==> config.mk <==
export PLATFORM = sky130hd
export DESIGN_NAME = mcyc_seq_ctrl
export DESIGN_NICKNAME = d
export VERILOG_FILES = /design/src/rtl/mcyc_pkg.sv /design/src/rtl/mcyc_op_class.sv /design/src/rtl/mcyc_next_state.sv /design/src/rtl/mcyc_ctrl_decode.sv /design/src/rtl/mcyc_pc_gate.sv /design/src/rtl/mcyc_seq_ctrl.sv
export SDC_FILE = /design/constraint.sdc
export NUM_CORES = 1
export LEC_CHECK = 0
export BUFFER_PORTS_ARGS = -buffer_cell sky130_fd_sc_hd__clkbuf_2
export CORE_AREA = 4 4 41 43
export DETAILED_ROUTE_END_ITERATION = 10
export DIE_AREA = 0 0 45 47
export HOLD_SLACK_MARGIN = 0.08
export MAX_ROUTING_LAYER = met4
export PLACE_DENSITY = 0.69
export REMOVE_ABC_BUFFERS = 1
export SLEW_MARGIN = 20
export SYNTH_ARGS = -nofsm -noshare
export SYNTH_HDL_FRONTEND = slang
export SYNTH_HIERARCHICAL = 1
export SYNTH_SLANG_ARGS = --single-unit
==> constraint.sdc <==
create_clock -name clk -period 4.5 [get_ports clk]
set_input_delay 0.45 -clock clk [delete_from_list [all_inputs] [get_ports clk]]
set_output_delay 0.45 -clock clk [all_outputs]
set_load 0.005 [all_outputs]
==> src/rtl/mcyc_pkg.sv <==
package mcyc_pkg;

  localparam int OPC_W   = 6;
  localparam int STATE_W = 4;

  typedef enum logic [STATE_W-1:0] {
    ST_FETCH  = 4'd0,
    ST_DECODE = 4'd1,
    ST_ADDR   = 4'd2,
    ST_LDRD   = 4'd3,
    ST_LDWB   = 4'd4,
    ST_STWR   = 4'd5,
    ST_EXEC   = 4'd6,
    ST_RWB    = 4'd7,
    ST_BEQ    = 4'd8,
    ST_JMP    = 4'd9
  } state_t;

  typedef enum logic [2:0] {
    CL_RTYPE,
    CL_LOAD,
    CL_STORE,
    CL_BRANCH,
    CL_JUMP,
    CL_BAD
  } op_class_t;

  localparam logic [OPC_W-1:0] OPC_RTYPE = 6'b000000;
  localparam logic [OPC_W-1:0] OPC_LOAD  = 6'b100011;
  localparam logic [OPC_W-1:0] OPC_STORE = 6'b101011;
  localparam logic [OPC_W-1:0] OPC_BEQ   = 6'b000100;
  localparam logic [OPC_W-1:0] OPC_JUMP  = 6'b000010;

  localparam logic [1:0] BSEL_REG   = 2'b00;
  localparam logic [1:0] BSEL_FOUR  = 2'b01;
  localparam logic [1:0] BSEL_SEXT  = 2'b10;
  localparam logic [1:0] BSEL_SHIFT = 2'b11;

  localparam logic [1:0] AMODE_ADD  = 2'b00;
  localparam logic [1:0] AMODE_SUB  = 2'b01;
  localparam logic [1:0] AMODE_FUNC = 2'b10;

  localparam logic [1:0] PSRC_ALU  = 2'b00;
  localparam logic [1:0] PSRC_AREG = 2'b01;
  localparam logic [1:0] PSRC_JMP  = 2'b10;

  typedef struct packed {
    logic       pc_wr;
    logic       pc_wr_cond;
    logic       addr_sel;
    logic       mem_rd;
    logic       mem_wr;
    logic       ir_load;
    logic       wb_from_mem;
    logic [1:0] pc_src;
    logic [1:0] alu_mode;
    logic       alu_a_sel;
    logic [1:0] alu_b_sel;
    logic       rf_we;
    logic       rf_dst_rd;
  } ctrl_t;

endpackage

==> src/rtl/mcyc_op_class.sv <==
module mcyc_op_class
  import mcyc_pkg::*;
(
  input  logic [OPC_W-1:0] opcode,
  output op_class_t        op_class
);

  always_comb begin
    unique case (opcode)
      OPC_RTYPE: op_class = CL_RTYPE;
      OPC_LOAD:  op_class = CL_LOAD;
      OPC_STORE: op_class = CL_STORE;
      OPC_BEQ:   op_class = CL_BRANCH;
      OPC_JUMP:  op_class = CL_JUMP;
      default:   op_class = CL_BAD;
    endcase
  end

endmodule

==> src/rtl/mcyc_next_state.sv <==
module mcyc_next_state
  import mcyc_pkg::*;
(
  input  state_t    cur,
  input  op_class_t op_class,
  output state_t    nxt
);

  always_comb begin
    nxt = ST_FETCH;
    case (cur)
      ST_FETCH:  nxt = ST_DECODE;
      ST_DECODE: begin
        case (op_class)
          CL_LOAD, CL_STORE: nxt = ST_ADDR;
          CL_RTYPE:          nxt = ST_EXEC;
          CL_BRANCH:         nxt = ST_BEQ;
          CL_JUMP:           nxt = ST_JMP;
          default:           nxt = ST_FETCH;
        endcase
      end
      ST_ADDR:   nxt = (op_class == CL_LOAD) ? ST_LDRD : ST_STWR;
      ST_LDRD:   nxt = ST_LDWB;
      ST_EXEC:   nxt = ST_RWB;
      default:   nxt = ST_FETCH;
    endcase
  end

endmodule

==> src/rtl/mcyc_ctrl_decode.sv <==
module mcyc_ctrl_decode
  import mcyc_pkg::*;
(
  input  state_t cur,
  output ctrl_t  ctl
);

  always_comb begin
    ctl = '0;
    case (cur)
      ST_FETCH: begin
        ctl.mem_rd    = 1'b1;
        ctl.ir_load   = 1'b1;
        ctl.alu_b_sel = BSEL_FOUR;
        ctl.alu_mode  = AMODE_ADD;
        ctl.pc_wr     = 1'b1;
        ctl.pc_src    = PSRC_ALU;
      end
      ST_DECODE: begin
        ctl.alu_b_sel = BSEL_SHIFT;
        ctl.alu_mode  = AMODE_ADD;
      end
      ST_ADDR: begin
        ctl.alu_a_sel = 1'b1;
        ctl.alu_b_sel = BSEL_SEXT;
        ctl.alu_mode  = AMODE_ADD;
      end
      ST_LDRD: begin
        ctl.mem_rd   = 1'b1;
        ctl.addr_sel = 1'b1;
      end
      ST_LDWB: begin
        ctl.rf_we       = 1'b1;
        ctl.wb_from_mem = 1'b1;
      end
      ST_STWR: begin
        ctl.mem_wr   = 1'b1;
        ctl.addr_sel = 1'b1;
      end
      ST_EXEC: begin
        ctl.alu_a_sel = 1'b1;
        ctl.alu_b_sel = BSEL_REG;
        ctl.alu_mode  = AMODE_FUNC;
      end
      ST_RWB: begin
        ctl.rf_we     = 1'b1;
        ctl.rf_dst_rd = 1'b1;
      end
      ST_BEQ: begin
        ctl.alu_a_sel  = 1'b1;
        ctl.alu_b_sel  = BSEL_REG;
        ctl.alu_mode   = AMODE_SUB;
        ctl.pc_wr_cond = 1'b1;
        ctl.pc_src     = PSRC_AREG;
      end
      ST_JMP: begin
        ctl.pc_wr  = 1'b1;
        ctl.pc_src = PSRC_JMP;
      end
      default: ctl = '0;
    endcase
  end

endmodule

==> src/rtl/mcyc_pc_gate.sv <==
module mcyc_pc_gate (
  input  logic pc_wr,
  input  logic pc_wr_cond,
  input  logic alu_zero,
  output logic pc_en
);

  always_comb pc_en = pc_wr | (pc_wr_cond & alu_zero);

endmodule

==> src/rtl/mcyc_seq_ctrl.sv <==
module mcyc_seq_ctrl
  import mcyc_pkg::*;
(
  input  logic             clk,
  input  logic             rst,
  input  logic [OPC_W-1:0] opcode,
  input  logic             alu_zero,
  output logic             pc_wr,
  output logic             pc_wr_cond,
  output logic             addr_sel,
  output logic             mem_rd,
  output logic             mem_wr,
  output logic             ir_load,
  output logic             wb_from_mem,
  output logic [1:0]       pc_src,
  output logic [1:0]       alu_mode,
  output logic             alu_a_sel,
  output logic [1:0]       alu_b_sel,
  output logic             rf_we,
  output logic             rf_dst_rd,
  output logic             pc_en
);

  state_t    state_q;
  state_t    state_d;
  op_class_t op_class;
  ctrl_t     ctl;

  mcyc_op_class u_class (
    .opcode   (opcode),
    .op_class (op_class)
  );

  mcyc_next_state u_next (
    .cur      (state_q),
    .op_class (op_class),
    .nxt      (state_d)
  );

  always_ff @(posedge clk) begin
    if (rst) state_q <= ST_FETCH;
    else     state_q <= state_d;
  end

  mcyc_ctrl_decode u_dec (
    .cur (state_q),
    .ctl (ctl)
  );

  assign pc_wr       = ctl.pc_wr;
  assign pc_wr_cond  = ctl.pc_wr_cond;
  assign addr_sel    = ctl.addr_sel;
  assign mem_rd      = ctl.mem_rd;
  assign mem_wr      = ctl.mem_wr;
  assign ir_load     = ctl.ir_load;
  assign wb_from_mem = ctl.wb_from_mem;
  assign pc_src      = ctl.pc_src;
  assign alu_mode    = ctl.alu_mode;
  assign alu_a_sel   = ctl.alu_a_sel;
  assign alu_b_sel   = ctl.alu_b_sel;
  assign rf_we       = ctl.rf_we;
  assign rf_dst_rd   = ctl.rf_dst_rd;

  mcyc_pc_gate u_gate (
    .pc_wr      (ctl.pc_wr),
    .pc_wr_cond (ctl.pc_wr_cond),
    .alu_zero   (alu_zero),
    .pc_en      (pc_en)
  );

  // fetch always hands over to decode
  p_fetch_next_r2: assert property (@(posedge clk) disable iff (rst)
    (state_q == ST_FETCH) |=> (state_q == ST_DECODE));

  // jump opcode in decode lands in the jump step
  p_dispatch_jump_r3: assert property (@(posedge clk) disable iff (rst)
    (state_q == ST_DECODE && opcode == OPC_JUMP) |=> (state_q == ST_JMP));

  // a load memory read is followed by a register write from memory
  p_load_wb_r5: assert property (@(posedge clk) disable iff (rst)
    (mem_rd && addr_sel) |=> (rf_we && wb_from_mem));

  // unknown opcode in decode goes back to fetch
  p_bad_op_r10: assert property (@(posedge clk) disable iff (rst)
    (state_q == ST_DECODE && op_class == CL_BAD) |=> ir_load);

  // at most one of memory read, memory write, register write
  p_excl_r11: assert property (@(posedge clk) disable iff (rst)
    $onehot0({mem_rd, mem_wr, rf_we}));

  // enable follows unconditional write and gated conditional write
  p_pcen_on_r12: assert property (@(posedge clk) disable iff (rst)
    (pc_wr || (pc_wr_cond && alu_zero)) |-> pc_en);

  p_pcen_off_r12: assert property (@(posedge clk) disable iff (rst)
    (!pc_wr && !(pc_wr_cond && alu_zero)) |-> !pc_en);

endmodule

==> results of run 1 <==
-- final cells by class --
class	instances	area (sq um)
Tap cell	15	18.77
Fill cell	135	681.9
Clock buffer	3	22.52
Inverter	1	3.754
Multi-Input combinational cell	51	369.1
Sequential cell	4	80.08
Timing Repair Buffer	25	125.1
-- layout by cell type, fill, tap and decap left out, types with 3 or more instances in the layout --
master	count
nor3b_1	4
nand3_1	3
nand2_1	3
nor3_1	5
nor2_1	3
dfxtp_1	4
clkbuf_4	3
a21o_1	3
clkbuf_2	25
nor2b_1	4
-- worst max-delay path, stage by stage --
cell	delay [ns]
clkbuf_2	0.10
or4_4	0.53
o22ai_1	0.33
nor4_1	0.11
o21a_1	0.18
a2111oi_0	0.35
nor2b_1	0.17
-- cell families after synthesis --
| family | after synthesis |
|---|---|
| AND/OR/NAND/NOR | 38 |
| AO/OA/AOI/OAI | 10 |
| buffers and inverters | 7 |
| flip-flops | 4 |
| XOR/XNOR | 3 |
-- worst max-delay path by stage --
stage                     slack [ns]  cells past startpoint  startpoint         end
after detailed placement        2.26                      7   opcode[1]  state_q[2]
after floorplan                 2.50                      6   opcode[1]  state_q[2]
final                           2.46                      7   opcode[1]  state_q[2]
after global placement          2.31                      7   opcode[1]  state_q[2]
after CTS                       2.46                      3  state_q[3]       pc_en
after global routing            2.25                      7   opcode[1]  state_q[2]
-- per-stage QoR --
stage	utilization, %	hold WS [ns]	total power, uW	instance area, sq um	cells
after detailed placement	45.87	0.6696	64.18	596.8	96
after global routing	47.60	0.4278	114.0	619.3	99
after CTS	47.60	0.4211	109.5	619.3	99
after global placement	45.87	0.6719	63.82	596.8	96
after floorplan	-	0.5216	52.70	452.9	56
final	47.60	0.4353	105.9	619.3	99
-- power by group --
part | switching [uW] | internal (uW)
clock | 12.9 | 29.7
sequential | 4.25 | 36.6
combinational | 9.62 | 12.8
total | 26.8 | 79.1
-- layer usage --
layer  part of all wire (%)  vias up
li1                       -      275
met1                     44      245
met2                     52        9
met3                    4.1        0
met4                      0        0
met5                      0        -
==> impl_results.md, run 1 <==
* Status: completed
* Sink Count at 4
* Post-synth top area cell: dfxtp_1
* RSZ-0062 raised after global routing: false
* Yosys top cell area share at 15.92%
* Final GP Congestion at 0.8045
* Routed len/inst at 10.89 microns
* Overall Global Routing Usage at 10.68%
* Synth top cells by count: nor3_1 (5), dfxtp_1 (4), nor2b_1 (4), nor3b_1 (4)
* Slew headroom at 59.85%
* #FFs+latches synth at 4
* Largest Register: state_q
* Postcts setup bufs at 0
* Cells after Synth at 62
* Via/cell ratio at 5.343
* Post-synthesis simple-gate area fraction at 52.24%
* Slew Limit Fails at 0
* Share of layout cells above drive strength 1 at 41.67%
* Final setup fails at 0
* CTS-repair resized insts at 0
* Final min period at 2.039 ns
* Max-Cap Viols at 0
* Ys async rst share at 0%
* Hold Vio Cnt, Final at 0
* Worst Hold Depth at 2
* Fin crit share at 45.32%
* R2r endpoint: state_q[1]
* Yosys Warn Count at 6
* Iteration-0 DRC Markers at 16
* Post-detailed-route count of antenna-violating nets at 0
* Clk_lat worst skew at 0.23 ns
* Post-synth EDFFs at 0
* Drt first pass iters at 4
* Worst hold endpoint: state_q[3]
* Synth Area in Adders at 0%
* Total vias in the final route at 529
* Clk_skew at 0.0003019 ns
* GRT overflow at 0
* Worst slack, placed at 2.255 ns
* Largest net degree at the start of global routing at 18
* Regs by FF count: state_q x4
* Largest register FFs at 4
* Critical Path RT at 4.67 ns
* CP max FO at 5
* TritonCTS clock tree: built
* I/O Pins at 26
* Hold_buf cts at 0
* DP HPWL at 834.4 microns
* Initial antenna violation count at 0
* Number of buffers created by CTS at 3
* Flop2flop setup slack at 2.74 ns
* Hold WC Path Type: in -> reg
* Cell area after synthesis at 503.0 sq um
* Core area at 0.001301 sq mm
* Final WL at 1078 microns
* H-tree lvl count at 1
* Main synth FF type: dfxtp_1
* Fmax at 490.4 MHz
* Gr busiest metal: met2
* Mean Syn Cell Area at 8.113 sq um
* Die Width at 45 microns
* Worst reg2reg startpoint: state_q[0]
* Count leader, synth: nor3_1
* Pwr dens at 171.0 mW/mm^2
* Clock buffer depth at 2
* Die area at 0.002115 sq mm
* Proportion of synthesized area in mux cells at 0%
* Number of diodes at 0
* First-pass GRT wire length at 1614 microns
* Peak VDD IR at 62.83 uV
* Static Leakage at 0.0002692 uW
* Min-delay src: rst
* Critical path endpoint category: flip-flop
* Largest family of logic cells by synthesized area: simple AND/OR/NAND/NOR gates
* Grt met3 use at 2.299%
* Std-Cell Rows at 13
* Starting Density at 38.65%
* Clk slew on worst S/H paths at 0.03 ns
* GR Util met2 at 14.41%
* Cells on worst reg2reg path at 4
* Final WS setup at 2.461 ns
* Drt drc at 0
* Port Buf Inserts at 25
* Leading post-synthesis cells by cell area: dfxtp_1 (16%), nor3b_1 (6.0%), nor2b_1 (5.0%)
* Synth Area in Compound Gates at 14.43%
* Slew @ Worst Pin at 0.6014 ns
* Die H at 47 microns
* Layout area overhead at 23.13%
* CTS Root Cell: clkbuf_4
* Sequential-to-total area share from yosys stat at 15.92%
* Worst EP arrival at 2.21 ns
* Vias in the first global route at 389
* Accumulated negative setup slack at 0 ns
* Crit Path Category: in -> reg
* NumNets Final at 95
* Synth Area in XOR/XNOR at 6.716%
* GR Util met1 at 14.06%
* CP startpoint kind: primary input
* Netlist cell types at 35
Note: power is estimated with default switching activity, not from simulation.
==> run 2: changes to the inputs <==
==> constraint.sdc (replaced) <==
create_clock -name clk -period 2 [get_ports clk]
set_input_delay 0.2 -clock clk [delete_from_list [all_inputs] [get_ports clk]]
set_output_delay 0.2 -clock clk [all_outputs]
set_load 0.005 [all_outputs]
==> impl_results.md, run 2 (synthesis results as in run 1) <==
* Status: completed
* Clk_lat worst skew at 0.24 ns (about the same)
* Cells on worst reg2reg path at 4 (unchanged)
* Core area at 0.001301 sq mm (unchanged)
* Worst Hold Depth at 2 (unchanged)
* Peak VDD IR at 305.9 uV (+390%)
* Static Leakage at 0.0002960 uW (+10%)
* Total vias in the final route at 561 (+6.0%)
* Critical Path RT at 1.80 ns (-2.87 ns)
* Clk_skew at 0.002261 ns (+0.001959 ns)
* Fin Hold WS at 0.1796 ns (-0.2557 ns)
* Final min period at 1.748 ns
* Worst EP arrival at 1.55 ns (-0.66 ns)
* Crit Path Category: reg -> out
* Share of layout cells above drive strength 1 at 44.94% (+3.3 points)
* Most frequent cells in the layout: clkbuf_2 (25), buf_4 (5), nor3_1 (5)
* Postcts setup bufs at 0 (unchanged)
* Iteration-0 DRC Markers at 14 (-2)
* Post-detailed-route count of antenna-violating nets at 0 (unchanged)
* Number of buffers created by CTS at 3 (unchanged)
* Regs by FF count: state_q x4
* Vias in the first global route at 474 (+22%)
* CP startpoint kind: flip-flop
* Layout area overhead at 30.60%
* Drt first pass iters at 4 (unchanged)
* Largest register FFs at 4 (unchanged)
* Dpl cell area at 634.4 sq um (+6.3%)
* Std-Cell Rows at 13 (unchanged)
* CTS Root Cell: clkbuf_4
* Initial antenna violation count at 0 (unchanged)
* Fillers at 131 (-3.0%)
* Max-Cap Viols at 0 (unchanged)
* RSZ-0062 raised after global routing: false
* Slew Limit Fails at 0 (unchanged)
* Slew headroom at 74.07% (+14 points)
* Hold Vio Cnt, Final at 0 (unchanged)
* Routed len/inst at 12.02 microns (+10%)
* NumNets Final at 100 (+5.3%)
* CP max FO at 9 (+4)
* TritonCTS clock tree: built
* CTS-repair resized insts at 0 (unchanged)
* Accumulated negative setup slack at 0 ns (unchanged)
* Via/cell ratio at 5.394 (+0.95%)
* DP HPWL at 979.5 microns (+17%)
* Design area at 656.9 sq um (+6.1%)
* Hold WC Path Type: in -> reg
* Starting Density at 38.65% (unchanged)
* Fin crit share at 87.42%
* Die Width at 45 microns (unchanged)
* Clk slew on worst S/H paths at 0.04 ns (about the same)
* Sink Count at 4 (unchanged)
* Port Buf Inserts at 25 (unchanged)
* Drt drc at 0 (unchanged)
* Largest Register: state_q
* Final GP Congestion at 0.7050 (-12%)
* GRT overflow at 0 (unchanged)
* Critical path endpoint category: output port
* Clock buffer depth at 2 (unchanged)
* Hold_buf cts at 0 (unchanged)
* First-pass GRT wire length at 1952 microns (+21%)
* Die area at 0.002115 sq mm (unchanged)
* Largest net degree at the start of global routing at 16 (-2)
* Fmax at 572.0 MHz
* I/O Pins at 26 (unchanged)
* Overall Global Routing Usage at 13.31% (+2.6 points)
* Final WL at 1250 microns (+16%)
* Final setup fails at 0 (unchanged)
* Die H at 47 microns (unchanged)
* Most common cell after layout, fill and taps aside: clkbuf_2
* Final WS setup at 0.2516 ns (-2.209 ns)
* H-tree lvl count at 1 (unchanged)
* Worst slack, placed at 0.1658 ns (-2.089 ns)
* Slew @ Worst Pin at 0.3879 ns (-0.2134 ns)
* Pwr dens at 376.8 mW/mm^2 (+120%)
* Number of diodes at 0 (unchanged)
-- run 2: report_power, final --
part	internal (uW)	switching, uW	leakage, uW
registers	82.3	4.91	0.0000326
clock network	67.1	32.8	0.0000138
logic	31.8	28.6	0.000250
-- run 2: cell type report --
cell class	count	area, sq um	share of cell area [%]
multi-input combinational	51	369.1	56.19
clock buffer	3	22.52	3.429
inverter	1	3.754	0.5714
timing repair buffer	30	162.7	24.76
tap	15	18.77	2.857
sequential	4	80.08	12.19
-- run 2: per-layer routing --
layer / global-route usage [%] / wire, microns
met5: - / 0
met3: 5.747 / 67
met2: 20.06 / 639
met4: 5.263 / 10
met1: 15.49 / 533
-- run 2: worst paths after layout --
path | to | slack, ns | startpoint
hold / removal | state_q[1] | 0.18 | rst
setup / recovery | pc_en | 0.25 | state_q[0]
setup reg to reg | state_q[1] | 0.44 | state_q[0]
hold reg to reg | state_q[3] | 0.68 | state_q[1]
-- run 2: per-stage QoR --
step                      instances  power, uW  util [%]
after floorplan                  56      118.6         -
after global placement          101      147.1     48.75
after detailed placement        101      149.2     48.75
after CTS                       104      253.7     50.48
after global routing            104      263.6     50.48
final                           104      247.5     50.48
-- run 2: critical path, cell delays in order, from the launching register on --
cell,delay [ns]
dfxtp_1,0.39
buf_4,0.22
nor4b_2,0.42
a21o_1,0.18
clkbuf_2,0.10
==> run 3: changes to the inputs <==
--- a/config.mk
+++ b/config.mk
@@ -7,8 +7,10 @@
 export LEC_CHECK = 0
 export BUFFER_PORTS_ARGS = -buffer_cell sky130_fd_sc_hd__clkbuf_2
 export CORE_AREA = 4 4 41 43
+export CTS_CLUSTER_DIAMETER = 60
 export DETAILED_ROUTE_END_ITERATION = 10
 export DIE_AREA = 0 0 45 47
+export GPL_TIMING_DRIVEN = 0
 export HOLD_SLACK_MARGIN = 0.08
 export MAX_ROUTING_LAYER = met4
 export PLACE_DENSITY = 0.69
@@ -18,3 +20,4 @@
 export SYNTH_HDL_FRONTEND = slang
 export SYNTH_HIERARCHICAL = 1
 export SYNTH_SLANG_ARGS = --single-unit
+export TNS_END_PERCENT = 20
==> impl_results.md, run 3 (synthesis results as in run 1) <==
* Peak VDD IR at 107.3 uV (-65%)
* Internal power at 178.4 uW (-1.6%)
* Post-detailed-route count of antenna-violating nets at 0 (unchanged)
* Most common cell after layout, fill and taps aside: clkbuf_2
* Slew headroom at 60.27% (-14 points)
* Initial antenna violation count at 0 (unchanged)
* Fin Hold WS at 0.1837 ns (+0.004060 ns)
* Clock buffer depth at 2 (unchanged)
* Status: completed
* Static Leakage at 0.0002705 uW (-8.6%)
* Regs by FF count: state_q x4
* Overall Global Routing Usage at 11.57% (-1.7 points)
* Clk slew on worst S/H paths at 0.04 ns (about the same)
* Die Width at 45 microns (unchanged)
* Critical Path RT at 1.80 ns (about the same)
* Number of diodes at 0 (unchanged)
* Switching share of power at 25.74% (-1.0 points)
* Largest Register: state_q
* Worst EP arrival at 1.59 ns (+0.04 ns)
* Largest net degree at the start of global routing at 18 (+2)
* Total power at 240.2 uW (-2.9%)
* GRT overflow at 0 (unchanged)
* Slowest CP cell: dfxtp_1
* CP startpoint kind: flip-flop
* Pwr dens at 384.0 mW/mm^2 (+1.9%)
* Iteration-0 DRC Markers at 3 (-11)
* Family with the most delay on the worst path: flip-flops
* Clk pwr share at 40.3% (about the same)
* Die H at 47 microns (unchanged)
* Routed len/inst at 11.47 microns (-4.5%)
* Fmax at 558.9 MHz (-2.3%)
* Vias in the first global route at 445 (-6.1%)
* H-tree lvl count at 1 (unchanged)
* Final setup fails at 0 (unchanged)
* Fillers at 136 (+3.8%)
* CTS Root Cell: clkbuf_4
* Crit Path Category: reg -> out
* Clk_skew at 0.00007865 ns (-0.002182 ns)
* Worst Path Buf+Inv at 1 (-1)
* Final GP Congestion at 0.7787 (+10%)
* FF+latch area at 80.08 sq um (unchanged)
* Most frequent cells in the layout: clkbuf_2 (25), nor3_1 (5), nor2b_1 (4), dfxtp_1 (4), nor3b_1 (4)
* Hold_buf cts at 0 (unchanged)
* Starting Density at 38.65% (unchanged)
* Slew Limit Fails at 0 (unchanged)
* Comb pwr share at 21.5% (-2.9 points)
* RSZ-0062 raised after global routing: false
* Core Util, Final at 48.08% (-2.4 points)
* Std-Cell Rows at 13 (unchanged)
* Final min period at 1.789 ns (+0.04100 ns)
* Fin crit share at 89.47% (+2.1 points)
* Final WL at 1136 microns (-9.1%)
* CP max FO at 15 (+6)
* Multi-input gate area at 375.4 sq um (+1.7%)
* Clk_lat worst skew at 0.23 ns (about the same)
* Critical path endpoint category: output port
* I/O Pins at 26 (unchanged)
* Hold WC Path Type: in -> reg
* Max stage delay on crit path at 0.63 ns (+0.21 ns)
* Sw Pwr at 61.84 uW (-6.7%)
* Layout Cells excl Fill at 99 (-4.8%)
* First-pass GRT wire length at 1807 microns (-7.4%)
* Total vias in the final route at 522 (-7.0%)
* Drt first pass iters at 4 (unchanged)
* Worst path cell trace: nor4b_2 -> a21o_1 -> clkbuf_2
* Hold Vio Cnt, Final at 0 (unchanged)
* Sink Count at 4 (unchanged)
* Drt drc at 0 (unchanged)
* Number of buffers created by CTS at 3 (unchanged)
* Die area at 0.002115 sq mm (unchanged)
* Core area at 0.001301 sq mm (unchanged)
* Share of layout cells above drive strength 1 at 42.86% (-2.1 points)
* Placed insts at 96 (-5.0%)
* Seq pwr share at 38.2% (+3.0 points)
* DP HPWL at 843.1 microns (-14%)
* Largest register FFs at 4 (unchanged)
* Via/cell ratio at 5.273 (-2.3%)
* Port Buf Inserts at 25 (unchanged)
* Layout area overhead at 24.38%
* TritonCTS clock tree: built
* Slew @ Worst Pin at 0.5952 ns (+0.2072 ns)
* Max-Cap Viols at 0 (unchanged)
* NumNets Final at 95 (-5.0%)
[run 3: timing repair]
item / CTS / global route
resized for setup: 0 / 1
hold endpoints to repair: 0 / 0
buffers inserted: 0 / 0
endpoints found under the setup margin: 0 / 1
[run 3: through the flow]
step	setup slack (ns)	instance area, sq um	setup TNS [ns]
global route	0.07558	625.6	0
global placement	-0.01853	596.8	-0.01853
CTS	0.1814	619.3	0
floorplan	0.2497	452.9	0
finish	0.2106	625.6	0
detailed placement	-0.04173	596.8	-0.04173
[run 3: final cells by class]
type,count,area share [%]
multi-input cells,51,60.00
repair buffers,25,20.00
well taps,15,3.000
flip-flops and latches,4,12.80
inverters,1,0.6000
clock buffers,3,3.600
[run 3: layer usage]
| layer | track usage (%) | vias up | wire, microns |
|---|---|---|---|
| met5 | - | - | 0 |
| met4 | 5.263 | 0 | 0 |
| met3 | 1.149 | 0 | 36 |
| met2 | 18.64 | 5 | 619 |
| met1 | 14.51 | 243 | 479 |
| li1 | - | 274 | - |
[run 3: final timing paths]
check,from,to,slack (ns),cells after the start
max,state_q[3],pc_en,0.21,3
min,rst,state_q[2],0.18,2
max reg2reg,state_q[0],state_q[1],0.26,4
min reg2reg,state_q[2],state_q[1],0.85,3
[run 3: worst reg2reg max path, stage by stage (launching register included)]
cell and delay, ns:
dfxtp_1 0.69, or4b_1 0.52, a211o_1 0.28, nand3_1 0.08, nor2b_1 0.12
[run 3: power by group through the flow]
stage	Combinational, uW	Clock, uW	Sequential, uW
6_report	51.7	96.7	91.8
5_1_grt	58.4	104	92.9
4_1_cts	51.4	100	92.1
3_5_place_dp	51.0	0	93.2
3_3_place_gp	50.3	0	93.1
2_1_floorplan	27.9	0	90.7
